## config.mk

```make
export PLATFORM = sky130hd
export DESIGN_NAME = pl_lfsr
export DESIGN_NICKNAME = d
export VERILOG_FILES = /design/src/rtl/pl_pkg.sv /design/src/rtl/pl_lfsr.sv
export SDC_FILE = /design/constraint.sdc
export NUM_CORES = 1
export LEC_CHECK = 0
export ABC_CLOCK_PERIOD_IN_PS = 1350
export BUFFER_PORTS_ARGS = -buffer_cell sky130_fd_sc_hd__buf_2
export CORE_AREA = 2 2 39 41
export CTS_CLUSTER_SIZE = 28
export DETAILED_ROUTE_END_ITERATION = 12
export DIE_AREA = 0 0 41 43
export HOLD_SLACK_MARGIN = 0.08
export PLACE_DENSITY = 0.7
export SLEW_MARGIN = 20
export SYNTH_ARGS = -nofsm -noshare
export SYNTH_HDL_FRONTEND = slang
export SYNTH_SLANG_ARGS = --single-unit
```

## constraint.sdc

```tcl
create_clock -name clk -period 1.35 [get_ports clk]
set_input_delay 0.27 -clock clk [delete_from_list [all_inputs] [get_ports clk]]
set_output_delay 0.27 -clock clk [all_outputs]
set_load 0.01 [all_outputs]
```

## src/rtl/pl_pkg.sv

```systemverilog
package pl_pkg;
  localparam int LFSR_W = 16;
  localparam logic [LFSR_W-1:0] LFSR_SEED = 16'hACE1;

  // Maximal-length polynomial x^16 + x^14 + x^13 + x^11 + 1, shift-left form
  function automatic logic [LFSR_W-1:0] lfsr_step(input logic [LFSR_W-1:0] s);
    return {s[LFSR_W-2:0], s[15] ^ s[13] ^ s[12] ^ s[10]};
  endfunction
endpackage

```

## src/rtl/pl_lfsr.sv

```systemverilog
module pl_lfsr
  import pl_pkg::*;
(
  input  logic clk,
  input  logic rst,
  input  logic en,
  input  logic adv,
  output logic drive_o
);
  logic [LFSR_W-1:0] state_q;
  logic [LFSR_W-1:0] state_n;
  logic              drive_q;

  assign state_n = lfsr_step(state_q);
  assign drive_o = drive_q;

  always_ff @(posedge clk) begin
    if (rst) begin
      state_q <= LFSR_SEED;
      drive_q <= 1'b0;
    end else if (!en) begin
      drive_q <= 1'b0;
    end else if (adv) begin
      state_q <= state_n;
      drive_q <= state_n[0];
    end
  end
endmodule

```

==> reports/metrics.yaml, run 1 <==
period_share_pct: 75.8
firstDrtPassIters: 4
route.detailed.drc: 0
drive_gt1_share_pct: 16.0
grt_start_max_net_pins: 19
setup_tns_ps: 0
synthXorXnorAreaFrac_pct: 3.91
grt-ovfl-total: 0
worstHoldPathCells: 2
hp-start: "adv"
regArea_um2: 340
vias: 483
avgSynthCellArea_um2: 8.73
cp_slowest_cell: "dfxtp_1"
synth_seq_area_share_pct: 50.7
max_stage_delay_ps: 340
grtUsageMet3_pct: 7.85
ys_types: 15
synth_top_family_by_area: "simple AND/OR/NAND/NOR gates"
rsz0062_at_grt: "false"
drv_cap: 0
wl_per_cell_um: 11.5
numCtsBuffers: 3
clock-sinks: 17
cts_setup_buffers: 0
top_usage_layer: "met2"
worstSkewPairLatency_ps: 280
synth_top_area_share_pct: 50.7
min_period_ps: 1020
crit_chain: "buf_2"
r2r_start: "state_q[13]"
io_pins: 5
grt.met1_usage_pct: 20.3
synth.area.top_cells: "dfxtp_1, nand2_1, nand3b_1"
synth_simple_gate_area_share_pct: 29.4
nFillCells: 139
worstMarginPinSlew_ps: 586
root_buffer: "clkbuf_4"
wl_um: 1120
end_kind: "output port"
max_freq_mhz: 977
cp_num_buf_inv: 1
fin_nets: 86
synth_compound_area_share_pct: 9.87
synthMuxAreaShare_pct: 0
finalPower_w: 0.000903
start_util_pct: 48.6
setup_ws_ps: 327
die_w_um: 41
antenna_found_initial: 0
r2r_cells: 3
dpl_cell_area_um2: 671
cts_resized: 0
place.gp.congestion: 0.651
worstPathArrival_ps: 750
die_h_um: 43
synthAdderAreaFrac_pct: 0
r2r_slack_ps: 410
ys_ff_latch: 17
synth_top_flop_cell: "dfxtp_1"
async_flop_share_pct: 0
stdcell_area_um2: 697
maxSlewHeadroom_pct: 60.9
syn_inst: 77
hold_path.class: "in -> reg"
via_per_inst: 4.98
hold_violations: 0
cp_top_family: "flip-flops"
htreeDepth: 1
ctsHoldBuffers: 0
clock_skew_ps: 1.65
grt_first_pass_wirelength_um: 1890
dp_hpwl_um: 689
first_iter_violations: 8
setup_viol: 0
status: "complete, no violations"
multi_input_area_um2: 290
crit_fanout: 2
port_buffers: 4
ir_worst_vdd_v: 0.000507
clk_pin_slew_ps: 90
synth-edff-count: 0
syn2layout_area_growth_pct: 3.72
yosysMostFrequentCell: "nand2_1"
start_kind: "register"
grt_pass1_vias: 417
met2_usage_pct: 22.2
dieArea_um2: 1760
p_leak_nw: 0.274
hold_ws_ps: 186
cts_tree: "done"
post-place-ws_ps: 150
n_antenna_cell: 0
clock_path_buffers: 2
yosysTopAreaCell: "dfxtp_1"
core-area_um2: 1380
rr_endpoint: "state_q[0]"
syn-cell-area_um2: 672
pwr_density_cell_nw_per_um2: 1300
synthTopCellsByCount: "nand2_1, dfxtp_1, a21oi_1, nand3b_1"
hold_end: "drive_o"
synthesis.nets: 81
slew_viol_final: 0
critPathKind: "reg -> out"
drtAntennaViolNets: 0
required_ps: 1080
grt_usage_pct: 16.7
ys.warnings.count: 0
num_rows: 14
## final cells by class
type	count	share of cell area (%)
sequential	17	48.8
clock buffer	4	3.77
tap	16	2.87
multi-input combinational	56	41.7
timing repair buffer	4	2.87
## how the worst max path moves through the flow
stage	slack, ps	startpoint	end	cells after the start
2_1_floorplan	450	en	state_q[15]	5
3_3_place_gp	170	adv	state_q[12]	4
3_5_place_dp	150	adv	state_q[1]	4
4_1_cts	320	drive_o	drive_o	1
5_1_grt	270	drive_o	drive_o	1
6_report	330	drive_o	drive_o	1
## worst reg2reg max path, stage by stage (launching register included)
cell and delay, ps:
dfxtp_1 400, xnor2_1 170, xnor2_1 170, a21oi_1 100
## flip-flops by register name, indices dropped and copies added (netlist names)
| name | count |
|---|---|
| drive_o | 1 |
| state_q | 16 |
## stage by stage
stage | std cells | util (%)
final | 97 | 50.4
after global routing | 97 | 50.4
after CTS | 97 | 50.4
after detailed placement | 93 | 48.5
after global placement | 93 | 48.5
after floorplan | 77 | -
## logic make-up after synthesis
| family | after synthesis |
|---|---|
| DFF | 17 |
| and+or+nand+nor | 42 |
| buffers and inverters | 4 |
| AOI/OAI and AO/OA | 11 |
| xor gates and xnor gates | 3 |
## layer usage
layer,wire (um),vias to the layer above
met2,539,1
met4,11,0
met5,0,-
li1,-,254
met3,19,2
met1,547,226
## power breakdown
part	switching, W	leakage (nW)	internal (W)
combinational	0.0000522	0.119	0.0000377
sequential	0.0000175	0.140	0.000530
clock	0.000151	0.0150	0.000115
## cell usage in the layout (no fill, tap or decap), drive strengths merged
master   n
nor3     1
nand3b   7
nor2     1
nor2b    1
xnor2    3
and2     1
a21oi   10
nand2   31
o21ai    1
dfxtp   17
clkbuf   4
buf      4
Power figures use the tool's default switching activity.
==> run 2: changes to the inputs <==
--- a/config.mk
+++ b/config.mk
@@ -5,14 +5,13 @@
 export SDC_FILE = /design/constraint.sdc
 export NUM_CORES = 1
 export LEC_CHECK = 0
-export ABC_CLOCK_PERIOD_IN_PS = 1350
+export ABC_CLOCK_PERIOD_IN_PS = 900
 export BUFFER_PORTS_ARGS = -buffer_cell sky130_fd_sc_hd__buf_2
-export CORE_AREA = 2 2 39 41
+export CORE_UTILIZATION = 49
 export CTS_CLUSTER_SIZE = 28
 export DETAILED_ROUTE_END_ITERATION = 12
-export DIE_AREA = 0 0 41 43
 export HOLD_SLACK_MARGIN = 0.08
-export PLACE_DENSITY = 0.7
+export PLACE_DENSITY = 0.71
 export SLEW_MARGIN = 20
 export SYNTH_ARGS = -nofsm -noshare
 export SYNTH_HDL_FRONTEND = slang
==> constraint.sdc (replaced) <==
create_clock -name clk -period 0.9 [get_ports clk]
set_input_delay 0.18 -clock clk [delete_from_list [all_inputs] [get_ports clk]]
set_output_delay 0.18 -clock clk [all_outputs]
set_load 0.01 [all_outputs]
==> run 2 against run 1 <==
Net effect: the flow now finishes with violations (negative setup slack); non-clock buffer count is 6 higher; routed wire length is 6.8% higher; utilization is 18 points higher; register-to-register slack worse by 430 ps; global-route usage is 1.4 points higher; sequential share of layout area is 6.0 points lower; final area is 16% higher; critical endpoint is now drive_o; largest cell class unchanged.
==> reports/metrics.yaml, run 2 (synthesis results as in run 1) <==
grt-ovfl-total: 0
dp_hpwl_um: 710
crit_chain: "xnor2_2 -> xnor2_2 -> a21oi_1"
r2r_slack_ps: -20
worstSkewPairLatency_ps: 290
grt_start_max_net_pins: 19
endpoint: "drive_o"
end_kind: "register"
worstPathArrival_ps: 1100
max_stage_delay_ps: 340
antenna_found_initial: 0
wl_um: 1190
clock_path_buffers: 2
status: "complete, but fails checks"
via_per_inst: 5.00
drive_gt1_share_pct: 31.0
dp_cells: 96
mostFrequentLayoutCell: "nand2_1"
pwr_density_cell_nw_per_um2: 1780
cp_common_cell: "xnor2_2"
cts_tree: "done"
max_freq_mhz: 1090
seqPwrFrac_pct: 57.8
multi_input_area_um2: 317
io_pins: 5
final_cells: 101
fin_nets: 92
critPathKind: "reg -> reg"
maxSlewHeadroom_pct: 78.2
syn2layout_area_growth_pct: 19.9
num_rows: 12
p_leak_nw: 0.334
setup_ws_ps: -20.9
start_kind: "register"
utilization_pct: 67.9
worstMarginPinSlew_ps: 327
cp_slowest_cell: "dfxtp_1"
p_int_w: 0.00107
setup_viol: 2
drtAntennaViolNets: 0
failed_checks: "negative setup slack"
stdcell_area_um2: 806
top_register: "state_q"
place.gp.congestion: 0.684
die_h_um: 39.0
crit_fanout: 2
hold_violations: 0
start_util_pct: 56.6
vias: 505
firstDrtPassIters: 4
grt_pass1_vias: 421
period_share_pct: 102
first_iter_violations: 12
regArea_um2: 345
numCtsBuffers: 3
largest_reg_flops: 16
clock_skew_ps: 5.23
slew_viol_final: 0
clk_pin_slew_ps: 90
required_ps: 1080
clock-sinks: 17
grt_first_pass_wirelength_um: 1860
die_w_um: 39.0
r2r_start: "state_q[12]"
final_cell_mix: "nand2_1, dfxtp_1, nand3b_1"
swShare_pct: 25.4
pwr-share-clk_pct: 28.0
r2r_cells: 3
wl_per_cell_um: 11.8
power_frac_comb_pct: 14.2
route.detailed.drc: 0
root_buffer: "clkbuf_4"
n_antenna_cell: 0
port_buffers: 4
hold_path.class: "in -> reg"
rr_endpoint: "drive_o"
ir_worst_vdd_v: 0.00129
core-area_um2: 1190
grt_usage_pct: 18.1
critPathLaunch: "state_q[12]"
dpl_cell_area_um2: 731
setup_tns_ps: -39.9
switching_power_w: 0.000363
dieArea_um2: 1520
rsz0062_at_grt: "true"
htreeDepth: 1
min_period_ps: 921
nFillCells: 94
drv_cap: 0
-- run 2: cell count changes in the layout (fill, tap and decap cells not counted) --
| cell | change |
|---|---|
| buf_4 | +3 |
| buf_12 | +2 |
| dfxtp_2 | +4 |
| dlygate4sd3_1 | +1 |
| dfxtp_1 | -4 |
| xnor2_2 | +3 |
| a21oi_2 | +1 |
| buf_2 | -1 |
| buf_6 | +1 |
| clkinv_2 | +1 |
| clkbuf_1 | -1 |
| xnor2_1 | -3 |
| a21oi_1 | -1 |
-- run 2: final cells by class --
type | instances | share of cell area [%]
Tap cell | 14 | 2.17
Multi-Input combinational cell | 56 | 39.3
Clock inverter | 1 | 0.621
Sequential cell | 17 | 42.9
Clock buffer | 3 | 2.80
Timing Repair Buffer | 10 | 12.3
-- run 2: critical path, delay by kind of cell (launching register included) --
kind            cells  cell delay [ps]
compound gates      1              100
flops               1              340
xor+xnor            2              380
-- run 2: stage by stage --
stage                     setup WS, ps  hold slack, ps  power, W
after global routing             -62.8             250   0.00150
final                            -20.9             222   0.00143
after CTS                        -15.7             186   0.00142
after floorplan                   73.8             269  0.000952
after global placement           -11.5             392   0.00100
after detailed placement         -17.8             397   0.00101
-- run 2: power groups by stage --
stage	registers [W]	clock network (W)	logic [W]
floorplan	0.000833	0	0.000119
global placement	0.000834	0	0.000168
global route	0.000832	0.000446	0.000222
CTS	0.000824	0.000410	0.000182
finish	0.000827	0.000401	0.000204
detailed placement	0.000835	0	0.000172
-- run 2: worst min path at each step --
stage,start,to,cells past startpoint
floorplan,adv,drive_o,1
global route,adv,drive_o,3
CTS,adv,drive_o,3
detailed placement,adv,drive_o,2
global placement,adv,drive_o,2
finish,adv,drive_o,3
-- run 2: layer usage --
metal  vias up  routed length, um  GRT usage [%]
met1       230                617           26.1
met4         0                  0              0
met2         8                546           27.1
met5         -                  0              0
li1        267                  -              -
met3         0                 30           6.94
-- run 2: timing repair --
item,CTS,global route
endpoints found under the hold margin,1,0
cloned,0,0
resized for setup,6,3
buffers inserted,0,0
endpoints found under the setup margin,3,3
hold buffers,1,0
